--- config.mk ---
export PLATFORM = sky130hd
export DESIGN_NAME = smooth_clk_cal
export DESIGN_NICKNAME = d
export VERILOG_FILES = /design/src/rtl/smooth_cal_pkg.sv /design/src/rtl/cal_window_ctr.sv /design/src/rtl/cal_cfg_stage.sv /design/src/rtl/cal_pulse_shaper.sv /design/src/rtl/smooth_clk_cal.sv
export SDC_FILE = /design/constraint.sdc
export NUM_CORES = 1
export LEC_CHECK = 0
export ABC_AREA = 1
export ABC_CLOCK_PERIOD_IN_PS = 1700
export BUFFER_PORTS_ARGS = -buffer_cell sky130_fd_sc_hd__buf_2
export CORE_UTILIZATION = 53
export CTS_CLUSTER_DIAMETER = 200
export DETAILED_ROUTE_END_ITERATION = 12
export GPL_TIMING_DRIVEN = 0
export PLACE_DENSITY = 0.81
export SKIP_LAST_GASP = 1
export SLEW_MARGIN = 20
export SYNTH_ARGS = -nofsm -noshare
export SYNTH_HDL_FRONTEND = slang
export SYNTH_HIERARCHICAL = 1
export SYNTH_SLANG_ARGS = --single-unit
--- constraint.sdc ---
create_clock -name clk -period 1.7 [get_ports clk]
set_input_delay 0.085 -clock clk [delete_from_list [all_inputs] [get_ports clk]]
set_output_delay 0.085 -clock clk [all_outputs]
set_load 0.01 [all_outputs]
--- src/rtl/smooth_cal_pkg.sv ---
package smooth_cal_pkg;

    // Width of the minus value; also fixes 2^CAL_W insertions per full window.
    localparam int CAL_W = 9;

    typedef enum logic [1:0] {
        WIN_FULL    = 2'd0,
        WIN_HALF    = 2'd1,
        WIN_QUARTER = 2'd2
    } win_sel_e;

    typedef struct packed {
        logic [CAL_W-1:0] minus;
        logic             plus;
        win_sel_e         win;
    } cal_cfg_t;

    localparam cal_cfg_t CFG_RESET = '{minus: '0, plus: 1'b0, win: WIN_FULL};

    // Reverse the bit order of a slot index so that consecutive ranks land far apart.
    function automatic logic [CAL_W-1:0] bit_rev(input logic [CAL_W-1:0] v);
        logic [CAL_W-1:0] r;
        for (int i = 0; i < CAL_W; i++) begin
            r[i] = v[CAL_W-1-i];
        end
        return r;
    endfunction

    // Quarter has priority when both selects are raised.
    function automatic win_sel_e pick_win(input logic half, input logic quarter);
        if (quarter) return WIN_QUARTER;
        if (half)    return WIN_HALF;
        return WIN_FULL;
    endfunction

    // Shorter windows cannot resolve the lowest minus bits.
    function automatic logic [CAL_W-1:0] trim_minus(input logic [CAL_W-1:0] m,
                                                    input win_sel_e w);
        case (w)
            WIN_HALF:    return {m[CAL_W-1:1], 1'b0};
            WIN_QUARTER: return {m[CAL_W-1:2], 2'b00};
            default:     return m;
        endcase
    endfunction

endpackage

--- src/rtl/cal_window_ctr.sv ---
module cal_window_ctr
    import smooth_cal_pkg::*;
#(
    parameter int WIN_W = 20
) (
    input  logic             clk,
    input  logic             rst,
    input  win_sel_e         win,
    output logic [WIN_W-1:0] cnt,
    output logic             win_last
);

    // A shortened window never sets the upper counter bits, so only the low part is tested.
    always_comb begin
        case (win)
            WIN_HALF:    win_last = &cnt[WIN_W-2:0];
            WIN_QUARTER: win_last = &cnt[WIN_W-3:0];
            default:     win_last = &cnt;
        endcase
    end

    always_ff @(posedge clk) begin
        if (rst) begin
            cnt <= '0;
        end else if (win_last) begin
            cnt <= '0;
        end else begin
            cnt <= cnt + 1'b1;
        end
    end


    wrap_to_zero_chk: assert property (@(posedge clk) disable iff (rst)
        win_last |=> (cnt == '0));


    half_top_clear_chk: assert property (@(posedge clk) disable iff (rst)
        (win == WIN_HALF) |-> !cnt[WIN_W-1]);


    quarter_top_clear_chk: assert property (@(posedge clk) disable iff (rst)
        (win == WIN_QUARTER) |-> (cnt[WIN_W-1:WIN_W-2] == 2'b00));

endmodule

--- src/rtl/cal_cfg_stage.sv ---
module cal_cfg_stage
    import smooth_cal_pkg::*;
(
    input  logic             clk,
    input  logic             rst,
    input  logic             cfg_wr,
    input  logic [CAL_W-1:0] cfg_minus,
    input  logic             cfg_plus,
    input  logic             cfg_half,
    input  logic             cfg_quarter,
    input  logic             win_last,
    output cal_cfg_t         active,
    output logic             pending
);

    cal_cfg_t staged;
    win_sel_e req_win;

    always_comb begin
        req_win = pick_win(cfg_half, cfg_quarter);
    end

    always_ff @(posedge clk) begin
        if (rst) begin
            active  <= CFG_RESET;
            staged  <= CFG_RESET;
            pending <= 1'b0;
        end else if (cfg_wr && !pending) begin
            staged.minus <= trim_minus(cfg_minus, req_win);
            staged.plus  <= cfg_plus;
            staged.win   <= req_win;
            pending      <= 1'b1;
        end else if (pending && win_last) begin
            active  <= staged;
            pending <= 1'b0;
        end
    end


    stage_hold_chk: assert property (@(posedge clk) disable iff (rst)
        (pending && !win_last) |=> ($stable(staged) && pending));


    pend_clear_chk: assert property (@(posedge clk) disable iff (rst)
        $fell(pending) |-> $past(win_last));


    apply_on_clear_chk: assert property (@(posedge clk) disable iff (rst)
        !$fell(pending) |-> $stable(active));


    half_trim_chk: assert property (@(posedge clk) disable iff (rst)
        (active.win == WIN_HALF) |-> !active.minus[0]);


    quarter_trim_chk: assert property (@(posedge clk) disable iff (rst)
        (active.win == WIN_QUARTER) |-> (active.minus[1:0] == 2'b00));

endmodule

--- src/rtl/cal_pulse_shaper.sv ---
module cal_pulse_shaper
    import smooth_cal_pkg::*;
#(
    parameter int WIN_W = 20
) (
    input  logic [WIN_W-1:0] cnt,
    input  cal_cfg_t         active,
    output logic             pulse_en,
    output logic             pulse_extra
);

    localparam int SLOT_W = WIN_W - CAL_W;
    localparam logic [SLOT_W-1:0] INS_POS = SLOT_W'(1) << (SLOT_W - 1);

    logic             slot_head;
    logic             slot_mid;
    logic [CAL_W-1:0] rank;
    logic             drop;

    always_comb begin
        slot_head   = (cnt[SLOT_W-1:0] == '0);
        slot_mid    = (cnt[SLOT_W-1:0] == INS_POS);
        rank        = bit_rev(cnt[WIN_W-1 -: CAL_W]);
        drop        = slot_head && (rank < active.minus);
        pulse_en    = !drop;
        pulse_extra = active.plus && slot_mid;
    end

endmodule

--- src/rtl/smooth_clk_cal.sv ---
module smooth_clk_cal
    import smooth_cal_pkg::*;
#(
    parameter int WIN_W = 20
) (
    input  logic             clk,
    input  logic             rst,
    input  logic             cfg_wr,
    input  logic [CAL_W-1:0] cfg_minus,
    input  logic             cfg_plus,
    input  logic             cfg_half,
    input  logic             cfg_quarter,
    output logic             cal_pending,
    output logic             pulse_en,
    output logic             pulse_extra
);

    logic [WIN_W-1:0] cnt;
    logic             win_last;
    cal_cfg_t         active;

    cal_window_ctr #(.WIN_W(WIN_W)) u_ctr (
        .clk      (clk),
        .rst      (rst),
        .win      (active.win),
        .cnt      (cnt),
        .win_last (win_last)
    );

    cal_cfg_stage u_cfg (
        .clk         (clk),
        .rst         (rst),
        .cfg_wr      (cfg_wr),
        .cfg_minus   (cfg_minus),
        .cfg_plus    (cfg_plus),
        .cfg_half    (cfg_half),
        .cfg_quarter (cfg_quarter),
        .win_last    (win_last),
        .active      (active),
        .pending     (cal_pending)
    );

    cal_pulse_shaper #(.WIN_W(WIN_W)) u_shape (
        .cnt         (cnt),
        .active      (active),
        .pulse_en    (pulse_en),
        .pulse_extra (pulse_extra)
    );


    extra_keeps_en_chk: assert property (@(posedge clk) disable iff (rst)
        pulse_extra |-> pulse_en);


    drop_not_adjacent_chk: assert property (@(posedge clk) disable iff (rst)
        !pulse_en |=> pulse_en);


    idle_after_reset_chk: assert property (@(posedge clk) disable iff (rst)
        ($past(rst) && !rst) |-> (pulse_en && !pulse_extra && !cal_pending));

endmodule

## Word-level counts from Yosys, hierarchy flattened

Cells that the tools add are included.
Widths: inputs -> output; s select.

- Mux-type cells: 11
- Reduce and logical (&&, ||, !) cells: 13
- Bitwise operators: 1
- Add/sub/neg operators: 1
- Equality and inequality tests: 5
- Magnitude comparators: 1

Operators by type and width:

| cell | count |
|---|---|
| $add 20x1->20 const B | 1 |
| $reduce_and 20->1 | 1 |
| $reduce_and 19->1 | 1 |
| $reduce_and 18->1 | 1 |
| $eq 11x11->1 const B | 1 |
| $logic_not 11->1 | 1 |
| $lt 9x9->1 | 1 |
| $mux 2 | 4 |
| $mux 1 | 5 |
| $eq 2x1->1 const B | 2 |
| $eq 2x2->1 const B | 2 |
| $logic_and 1x1->1 | 4 |
| $pmux 2 s2 | 1 |
| $logic_not 1->1 | 2 |
| $pmux 1 s2 | 1 |
| $reduce_and 2->1 | 1 |
| $reduce_bool 2->1 | 1 |
| $reduce_or 2->1 | 1 |
| $not 1->1 | 1 |

- Output and inout port bits: 3
- Bits of input ports: 15
- Word-level logic and storage cells: 40
- Flip-flop bits (word level): 45

## Longest topological paths before layout

Gate-level depths: netlist of run 1.

- Word-level depth: 6
- Mapped depth: 13
- Depth with buffers taken out: 12

## Modules after synthesis

Netlist of run 1, hierarchy kept.

By module, submodules not included:

| module | cells an instance | sequential area each (um^2) | area an instance (um^2) | times used |
|---|---|---|---|---|
| cal_window_ctr | 153 | 400.4 | 1051.0 | 1 |
| cal_cfg_stage | 113 | 500.5 | 902.1 | 1 |
| cal_pulse_shaper | 51 | 0.0 | 285.3 | 1 |

## Least setup slack after synthesis of run 1

No wires, ideal clock.

- Path kind: register to register
- From: register u_ctr.cnt[0]
- To: register, netlist name u_cfg/active[4]
- Data required time: 1.584 ns
- Library setup time: 0.116 ns
- Arrival: 1.515 ns
- Cell stages (with the launch flop): 12
- Buffers on the path: 1
- Period minus slack after synthesis: 1.631 ns
- Setup slack: 0.069 ns
- Cell sequence: dfxtp_1 ha_1 nand2_1 nor2_2 nand2_2 nor2_4 nand3_2 inv_1 nand2_1 clkbuf_2 o21ai_0 nor2_1

- Longest elaborated chain between the ends: 4
- Elaborated cells between the ends (all ways): 6
- Those cells by class: 1 x mux; 5 x reduce/logical

RTL lines:

| what | line | source |
|---|---|---|
| from (decl) | cal_window_ctr.sv:9 | `output logic [WIN_W-1:0] cnt,` |
| from (signal assigned) | cal_window_ctr.sv:28 | `cnt <= cnt + 1'b1;` |
| $reduce_and 20->1, or another cell as far along | cal_window_ctr.sv:18 | `default: win_last = &cnt;` |
| $pmux 1 s2 * | cal_window_ctr.sv:15 | `case (win)` |
| net win_last | smooth_clk_cal.sv:19 | `logic win_last;` |
| $logic_and 1x1->1 * | cal_cfg_stage.sv:33 | `end else if (pending && win_last) begin` |
| $reduce_and 2->1 (no source line) * | -- |  |

Mark *: on every way through the listed nets, which the timed path passes. The rest lies on a longest branch.
A chain may end at the register's enable or synchronous reset.

## Final worst setup path of run 1

- From: register, netlist name u_cfg/active[4]
- To: output port pulse_en

- Longest elaborated chain between the ends: 3

RTL lines:

| what | line | source |
|---|---|---|
| $lt 9x9->1 | cal_pulse_shaper.sv:24 | `drop = slot_head && (rank < active.minus);` |
| $logic_and 1x1->1 | cal_pulse_shaper.sv:24 |  |
| $logic_not 1->1 | cal_pulse_shaper.sv:25 | `pulse_en = !drop;` |
| to (decl) | smooth_clk_cal.sv:14 | `output logic pulse_en,` |

No other way between the ends.

==> impl_metrics.yaml, run 1 <==
floorplanning:
  die-area_mm2: 0.004487
  core-area_mm2: 0.004029
  start_util: 0.5556
  io_pins: 18
  fp.dieW_um: 66.99
  fp.dieH_um: 66.99
  rows: 23
clock_network:
  cts_hold_buffers: 0
  ctsRootBufferMaster: "clkbuf_8"
  cts_made_buffers: 5
  clockBufferDepth: 2
  clkSlewWorstSetupHoldPaths_ns: 0.09
  clock_sinks: 45
  cts_tree: "done"
  clk_latency_ns: 0.30
  cts.htree.levels: 2
sta:
  clock_skew_ns: 0.006479
  fin_crit_ns: 1.617
  drv_slew: 0
  setup_viol: 0
  worst_pin_slew_ns: 0.2312
  timing.slew.headroom: 0.8457
  hold_viol: 0
  finalCritPeriodShare: 0.9513
  clock.fmax_mhz: 618.3
layout:
  stdcell_count: 403
  multi_input_area_mm2: 0.001197
  design_area_mm2: 0.002723
  nets: 378
  seqCellArea_um2: 920.9
  num_antenna_cells: 0
  drive_gt1_frac: 0.2436
  areaGrowthSynthToFinish_pct: 21.63
  n_fill_cell: 335
route:
  wl_per_cell_um: 11.38
  via_count: 1997
  drtAntennaViolNets: 0
  viasPerCell: 4.955
  initialDrtViolationCount: 64
  drc: 0
  postRouteWirelength_um: 4588
  drt-pass1-iter-count: 4
grt:
  grt_pass1_vias: 1767
  grt_remaining_overflow: 0
  grt_pass1_wl_um: 7127
  grt_max_degree: 16
  grt_antenna_before_repair: 0
  grt_usage: 0.2138
worst_setup_path:
  start_kind: "flip-flop"
  crit_fanout: 2
  setup.worst_path.class: "flip-flop to output pin"
  cp-end-kind: "output pin"
  r2r_start: "u_ctr/cnt[0]"
  reg2regPathDepth: 11
  crit_arrival_ns: 1.53
  r2r-end: "u_cfg/active[4]"
  required_ns: 1.62
  ff2ff_setup_slack_ns: 0.09
min_path:
  holdCritPathClass: "primary input to flip-flop"
  min_from: "cfg_minus[3]"
  min_delay_path_depth: 3
  min_to: "u_cfg/staged[6]"
power_and_ir_drop:
  p_per_area_mw_per_mm2: 805.2
  p_int_mw: 1.731
  p_seq_frac: 0.502
  p_leak_nw: 1.126
  p_clk_frac: 0.439
  total_power_mw: 2.192
  pwr-share-comb: 0.059
  switching_share: 0.2103
  p_switching_mw: 0.4611
  ir_drop_uv: 583.3
yosys:
  syn_area_per_cell_um2: 7.061
  syn-num-nets: 343
  syn_area_mm2: 0.002238
  ys.warnings.count: 6
  synth-seq-area-share: 0.4025
  ys_seq_elements: 45
  synth_cell_types: 25
  syn_inst: 317
placed_design:
  dpl.hpwl_um: 3180
  place_congestion: 0.7848
  portBuffers: 17
  dpl.cell_count: 384
  dpl-instance-area_mm2: 0.002386
outcome:
  run_status: "finished clean"
job:
  cap_violations: 0
-- what timing repair did --
item / in CTS / in global routing
resized for setup: 10 / 35
pin swaps: 3 / 6
endpoints found under the setup margin: 11 / 15
cloned: 0 / 2
setup buffers: 3 / 6
-- area by class of cell --
type	instances	area share
Multi-Input combinational cell	229	0.4398
Sequential cell	45	0.3382
Timing Repair Buffer	28	0.06939
Inverter	35	0.04917
Buffer	8	0.02987
Clock buffer	5	0.02528
Clock inverter	3	0.02528
Tap cell	50	0.02298
-- cell usage after synthesis (all sizes together) --
library cell  number  area (µm²)
inv               35       131.4
o21ai             21       105.1
nand3b             2       15.01
or2                5       31.28
xor2               2       17.52
nand3             15       85.08
a211oi             1       7.510
a21oi             13       65.06
nand4              2       18.77
xnor2              5       43.79
clkbuf             1       5.000
buf                7       66.31
nor2              85       344.1
ha                11       137.6
o21bai             2       15.01
nand2             65       249.0
dfxtp             45       900.9
-- stage by stage --
step	setup TNS (ns)	hold slack [ns]	setup WS, ns	utilization
floorplan	0	0.1541	0.06905	-
global placement	-1.338	0.3301	-0.1680	0.5922
detailed placement	-1.612	0.3362	-0.2099	0.5922
CTS	0	0.01469	0.006077	0.6391
global route	-0.2395	0.01965	-0.03577	0.6758
finish	0	0.02216	0.08276	0.6758
-- worst max-delay path, cell delays in order (launching register included) --
cell     delay (ns)
dfxtp_2        0.34
inv_1          0.04
ha_1           0.26
nand2_1        0.06
inv_1          0.04
nand2_1        0.05
nand2_1        0.08
nand2_1        0.07
nand2_1        0.05
nand2_1        0.07
nand2_1        0.04
buf_2          0.13
-- registers in the layout, indices dropped and copies added (netlist names) --
name and flops:
u_cfg/active 12, u_ctr/cnt 20, u_cfg/staged 12, u_cfg/pending 1
-- power by group through the flow --
stage / clock [mW] / sequential (mW) / combinational (mW)
after floorplan: 0 / 1.12 / 0.0853
after global placement: 0 / 1.12 / 0.120
after detailed placement: 0 / 1.12 / 0.122
after CTS: 0.972 / 1.10 / 0.125
after global routing: 1.01 / 1.11 / 0.144
final: 0.962 / 1.10 / 0.130
-- placed cells by master, fill, tap and decap left out, drive strengths merged --
| cell | n |
|---|---|
| nor2 | 85 |
| inv | 36 |
| xor2 | 2 |
| xnor2 | 5 |
| nand2 | 65 |
| a21oi | 13 |
| o21ai | 21 |
| nand3b | 2 |
| clkbuf | 6 |
| bufinv | 2 |
| dfxtp | 45 |
| a211oi | 1 |
| nand3 | 15 |
| o21bai | 2 |
| ha | 11 |
| nand4 | 2 |
| buf | 35 |
| or2 | 5 |
-- logic make-up (layout without fill, tap and decap cells) --
group | count (synthesis) | after routing | share of synthesized area
AND/OR/NAND/NOR | 174 | 174 | 0.3320
flip-flops | 45 | 45 | 0.4025
buffers and inverters | 43 | 79 | 0.09055
AO/OA/AOI/OAI | 37 | 37 | 0.08608
adder cells (fa/ha/maj) | 11 | 11 | 0.06149
XOR/XNOR | 7 | 7 | 0.02739
-- metal layers --
| layer | routed length, µm | GRT usage | part of all wire |
|---|---|---|---|
| met5 | 0 | 0 | 0 |
| met4 | 121 | 0.1090 | 0.026 |
| met3 | 146 | 0.04966 | 0.032 |
| met2 | 2398 | 0.4015 | 0.52 |
| met1 | 1922 | 0.2158 | 0.42 |
-- worst max-delay path by stage --
| stage | startpoint | to | slack (ns) | cells after the start |
|---|---|---|---|---|
| floorplan | u_ctr/cnt[0] | u_cfg/active[4] | 0.07 | 11 |
| global placement | u_ctr/cnt[0] | u_cfg/active[11] | -0.17 | 11 |
| detailed placement | u_ctr/cnt[0] | u_cfg/active[11] | -0.21 | 11 |
| CTS | u_ctr/cnt[10] | u_cfg/active[7] | 0.006 | 10 |
| global route | u_ctr/cnt[0] | u_cfg/active[8] | -0.04 | 12 |
| finish | u_cfg/active[4] | pulse_en | 0.08 | 11 |
No activity file was read; power rests on OpenSTA's default activity.
==> run 2: changes to the inputs <==
--- a/config.mk
+++ b/config.mk
@@ -8,11 +8,12 @@
 export ABC_AREA = 1
 export ABC_CLOCK_PERIOD_IN_PS = 1700
 export BUFFER_PORTS_ARGS = -buffer_cell sky130_fd_sc_hd__buf_2
-export CORE_UTILIZATION = 53
+export CORE_UTILIZATION = 50
 export CTS_CLUSTER_DIAMETER = 200
 export DETAILED_ROUTE_END_ITERATION = 12
 export GPL_TIMING_DRIVEN = 0
-export PLACE_DENSITY = 0.81
+export PLACE_DENSITY = 0.77
+export SETUP_SLACK_MARGIN = 0.4
 export SKIP_LAST_GASP = 1
 export SLEW_MARGIN = 20
 export SYNTH_ARGS = -nofsm -noshare
==> impl_metrics.yaml, run 2 (synthesis gave the netlist of run 1 again) <==
outcome:
  run_status: "finished clean"
route:
  postRouteWirelength_um: 5190
  drt-pass1-iter-count: 4
  drtAntennaViolNets: 0
  viasPerCell: 5.012
  initialDrtViolationCount: 93
  via_count: 2060
  wl_per_cell_um: 12.63
  drc: 0
layout:
  reg_top3: "u_ctr/cnt: 20 flops, u_cfg/active: 12 flops, u_cfg/staged: 12 flops"
  multi_input_area_mm2: 0.001448
  n_fill_cell: 315
  largest-register: "u_ctr/cnt"
  areaGrowthSynthToFinish_pct: 36.72
  num_antenna_cells: 0
  utilization: 0.7385
  layout_common_cells: "nand2_1, nor2_1, dfxtp_1, inv_1, nor2_2"
  drive_gt1_frac: 0.4155
  final_common_cell: "nand2_1"
  nets: 386
  largest_reg_flops: 20
  seqCellArea_um2: 930.9
  stdcell_count: 411
  design_area_mm2: 0.003060
clock_network:
  clk_latency_ns: 0.30
  cts_tree: "done"
  clkSlewWorstSetupHoldPaths_ns: 0.09
  cts_made_buffers: 5
  clockBufferDepth: 2
  cts.htree.levels: 2
  clock_sinks: 45
  ctsRootBufferMaster: "clkbuf_8"
worst_setup_path:
  reg2regPathDepth: 10
  crit_arrival_ns: 1.50
  required_ns: 1.62
  start_kind: "flip-flop"
  r2r-end: "u_cfg/active[11]"
  ff2ff_setup_slack_ns: 0.13
  cp-end-kind: "output pin"
  critPathCapture: "pulse_en"
  r2r_start: "u_ctr/cnt[5]"
  crit_start: "u_cfg/active[9]"
  setup.worst_path.class: "flip-flop to output pin"
  crit_fanout: 2
power_and_ir_drop:
  p_per_area_mw_per_mm2: 647.1
  p_leak_nw: 1.190
  ir_drop_uv: 662.3
  total_power_mw: 1.980
floorplanning:
  fp.dieW_um: 68.91
  fp.dieH_um: 68.91
  start_util: 0.5402
  io_pins: 18
  die-area_mm2: 0.004749
  core-area_mm2: 0.004144
  rows: 23
placed_design:
  dpl-instance-area_mm2: 0.002450
  portBuffers: 17
  place_congestion: 0.7765
  dpl.cell_count: 384
  dpl.hpwl_um: 3254
grt:
  grt_pass1_vias: 1927
  grt_pass1_wl_um: 8066
  grt_usage: 0.2337
  grt_max_degree: 17
  grt_antenna_before_repair: 0
  grt_remaining_overflow: 0
sta:
  clock.fmax_mhz: 629.5
  setup_viol: 0
  clock_skew_ns: 0.005935
  hold_viol: 0
  fin_crit_ns: 1.589
  worst_pin_slew_ns: 0.2629
  timing.slew.headroom: 0.8247
  setup-tns-final_ns: 0
  drv_slew: 0
  rsz0062_at_grt: "true"
  finalCritPeriodShare: 0.9344
min_path:
  min_delay_path_depth: 2
  holdCritPathClass: "primary input to flip-flop"
job:
  cap_violations: 0
-- run 2: changes by cell type in the layout (fill, tap and decap cells not counted), moves of 7 or more --
cell / previous run / this run
a21oi_1: 13 / 5
a21oi_2: 0 / 7
nor2_1: 73 / 56
nor2_2: 9 / 22
o21ai_1: 7 / 0
o21ai_2: 2 / 9
-- run 2: per-layer routing --
| layer | share of wire | vias to the layer above | global-route usage | routed length, µm |
|---|---|---|---|---|
| met1 | 0.42 | 929 | 0.2447 | 2171 |
| met2 | 0.53 | 46 | 0.4563 | 2755 |
| met5 | 0 | - | 0 | 0 |
| met3 | 0.027 | 12 | 0.04112 | 138 |
| met4 | 0.024 | 0 | 0.08418 | 125 |
| li1 | - | 1073 | - | - |
-- run 2: worst min path at each step --
stage	start	to	slack (ns)
floorplan	rst	u_cfg/staged[0]	0.15
global placement	cfg_minus[4]	u_cfg/staged[7]	0.33
detailed placement	cfg_minus[3]	u_cfg/staged[6]	0.34
CTS	rst	u_cfg/staged[4]	0.02
global route	cfg_minus[3]	u_cfg/staged[6]	0.02
finish	rst	u_cfg/staged[4]	0.02
-- run 2: power by group --
| group | internal (mW) | switching [mW] |
|---|---|---|
| registers | 1.08 | 0.0233 |
| clock network | 0.300 | 0.390 |
| logic | 0.0941 | 0.0967 |
-- run 2: timing repair --
| item | in CTS | in global routing |
|---|---|---|
| hold buffers | 0 | 0 |
| cloned | 4 | 0 |
| endpoints found under the setup margin | 35 | 35 |
| resized for setup | 61 | 33 |
| pin swaps | 22 | 17 |
| buffers inserted | 11 | 4 |
-- run 2: cell type report --
cell class | instances | area share
clock buffer | 5 | 0.02249
inverter | 35 | 0.04374
sequential | 45 | 0.3042
buffer | 8 | 0.02903
timing repair buffer | 36 | 0.09894
clock inverter | 3 | 0.008177
tap | 50 | 0.02044
multi-input combinational | 229 | 0.4730
-- run 2: stage by stage --
step           setup slack, ns  hold WS [ns]
2_1_floorplan           0.1371        0.1541
3_3_place_gp          -0.05822        0.3290
3_5_place_dp          -0.07400        0.3389
4_1_cts                0.08985       0.01526
5_1_grt              -0.007836       0.02238
6_report                0.1115       0.02045
-- run 2: worst max-delay path, stage by stage, from the launching register on --
cell      delay (ns)
dfxtp_2         0.34
inv_2           0.04
ha_4            0.23
nand2_2         0.07
inv_2           0.03
o21bai_1        0.15
nand2_1         0.08
nor2_2          0.08
nand2_1         0.05
buf_2           0.13
==> run 3: changes to the inputs <==
--- a/config.mk
+++ b/config.mk
@@ -13,6 +13,8 @@
 export DETAILED_ROUTE_END_ITERATION = 12
 export GPL_TIMING_DRIVEN = 0
 export PLACE_DENSITY = 0.77
+export RECOVER_POWER = 25
+export REMOVE_ABC_BUFFERS = 1
 export SETUP_SLACK_MARGIN = 0.4
 export SKIP_LAST_GASP = 1
 export SLEW_MARGIN = 20
==> impl_metrics.yaml, run 3 (synthesis gave the netlist of run 1 again) <==
outcome:
  run_status: "finished clean"
layout:
  areaGrowthSynthToFinish_pct: 33.65
  drive_gt1_frac: 0.4034
  design_area_mm2: 0.002992
  largest_reg_flops: 20
  final_common_cell: "nand2_1"
  num_antenna_cells: 0
  largest-register: "u_ctr/cnt"
  nets: 377
  layout_common_cells: "nand2_1, nor2_1, inv_1, dfxtp_1, dfxtp_2"
  reg_top3: "u_ctr/cnt: 20 flops, u_cfg/active: 12 flops, u_cfg/staged: 12 flops"
worst_setup_path:
  r2r-end: "u_cfg/active[4]"
  crit_family: "simple AND/OR/NAND/NOR gates"
  crit_start: "u_ctr/cnt[4]"
  path_common_cell: "nor2_1"
  required_ns: 1.93
  cp_cell_sequence: "nand2_1 > nor2_2 > nand2_2 > nor2_4 > nand3_4 > inv_6 > nand2_8 > inv_8 > nor2_1 > nor2_1"
  cp-end-kind: "flip-flop"
  start_kind: "flip-flop"
  cp_num_buf_inv: 2
  reg2regPathDepth: 10
  max_stage_delay_ns: 0.37
  ff2ff_setup_slack_ns: 0.07
  critPathCapture: "u_cfg/active[4]"
  r2r_start: "u_ctr/cnt[4]"
  crit_fanout: 8
  setup.worst_path.class: "flip-flop to flip-flop"
  cp.depth: 10
  slowest_stage: "dfxtp_2"
  crit_arrival_ns: 1.86
placed_design:
  place_congestion: 0.8244
  dpl-instance-area_mm2: 0.002315
  portBuffers: 17
  dpl.hpwl_um: 2814
route:
  wl_per_cell_um: 13.26
  drt-pass1-iter-count: 4
  drc: 0
  viasPerCell: 5.231
  initialDrtViolationCount: 78
  postRouteWirelength_um: 5330
  via_count: 2103
  drtAntennaViolNets: 0
sta:
  rsz0062_at_grt: "true"
  worst_pin_slew_ns: 0.6994
  clock.fmax_mhz: 612.8
  fin_crit_ns: 1.632
  hold_slack_ns: 0.02445
  timing.slew.headroom: 0.5332
  clock_skew_ns: 0.01175
  drv_slew: 0
  setup_viol: 0
  hold_viol: 0
  finalCritPeriodShare: 0.9599
power_and_ir_drop:
  p_leak_nw: 1.145
  ir_drop_uv: 564.9
  p_per_area_mw_per_mm2: 643.1
  total_power_mw: 1.924
grt:
  grt_remaining_overflow: 0
  grt_max_degree: 22
  grt_usage: 0.2287
  grt_antenna_before_repair: 0
  grt_pass1_wl_um: 7914
  grt_pass1_vias: 1840
clock_network:
  clkSlewWorstSetupHoldPaths_ns: 0.09
  clockBufferDepth: 2
  cts.htree.levels: 2
  clk_latency_ns: 0.31
  clock_sinks: 45
  cts_tree: "done"
  ctsRootBufferMaster: "clkbuf_8"
  cts_made_buffers: 5
floorplanning:
  fp.dieH_um: 68.91
  fp.dieW_um: 68.91
  rows: 23
  start_util: 0.5402
  io_pins: 18
  die-area_mm2: 0.004749
  core-area_mm2: 0.004144
min_path:
  min_from: "rst"
  holdCritPathClass: "primary input to flip-flop"
  min_delay_path_depth: 2
job:
  cap_violations: 0
## run 3: final cells by class
class | count | area [µm²]
clock buffers | 7 | 76.32
clock inverters | 1 | 7.507
fillers | 325 | 1152
inverters | 35 | 148.9
multi-input cells | 233 | 1549
flip-flops and latches | 45 | 933.4
well taps | 50 | 62.56
repair buffers | 30 | 202.7
repair inverters | 1 | 11.26
## run 3: through the flow
step,instances,setup WS (ns),TNS [ns],utilization
floorplan,309,0.07037,0,-
global placement,376,-0.2332,-2.965,0.5586
detailed placement,376,-0.2675,-3.473,0.5586
CTS,397,0.1315,0,0.6489
global route,402,0.01161,0,0.7219
finish,402,0.06813,0,0.7219
## run 3: worst reg2reg max path: stages, from the launching register on
cell	delay, ns
dfxtp_2	0.37
nand2_1	0.13
nor2_2	0.17
nand2_2	0.11
nor2_4	0.14
nand3_4	0.13
inv_6	0.11
nand2_8	0.11
inv_8	0.12
nor2_1	0.06
nor2_1	0.10
## run 3: worst min-delay path by stage
stage | end
after floorplan | u_cfg/staged[0]
after global placement | u_cfg/staged[4]
after detailed placement | u_cfg/staged[4]
after CTS | u_cfg/staged[4]
after global routing | u_cfg/staged[4]
final | u_cfg/staged[0]
## run 3: routing by layer
metal	up-vias	part of all wire	wire (µm)	global-route usage
met5	-	0	0	0
met4	0	0.026	139	0.1097
met3	15	0.027	145	0.03947
met1	990	0.43	2274	0.2556
met2	44	0.52	2771	0.4150
li1	1054	-	-	-
## run 3: report_power, final
group / switching (mW) / internal, mW
clock: 0.363 / 0.291
combinational: 0.0929 / 0.0693
sequential: 0.0283 / 1.08
total: 0.484 / 1.44
## run 3: timing repair
action,4_1_cts,5_1_grt
gates resized for setup,61,75
pin swaps,18,23
setup endpoints to repair,34,47
hold buffers,0,0
gates cloned,3,2
setup buffers,10,3
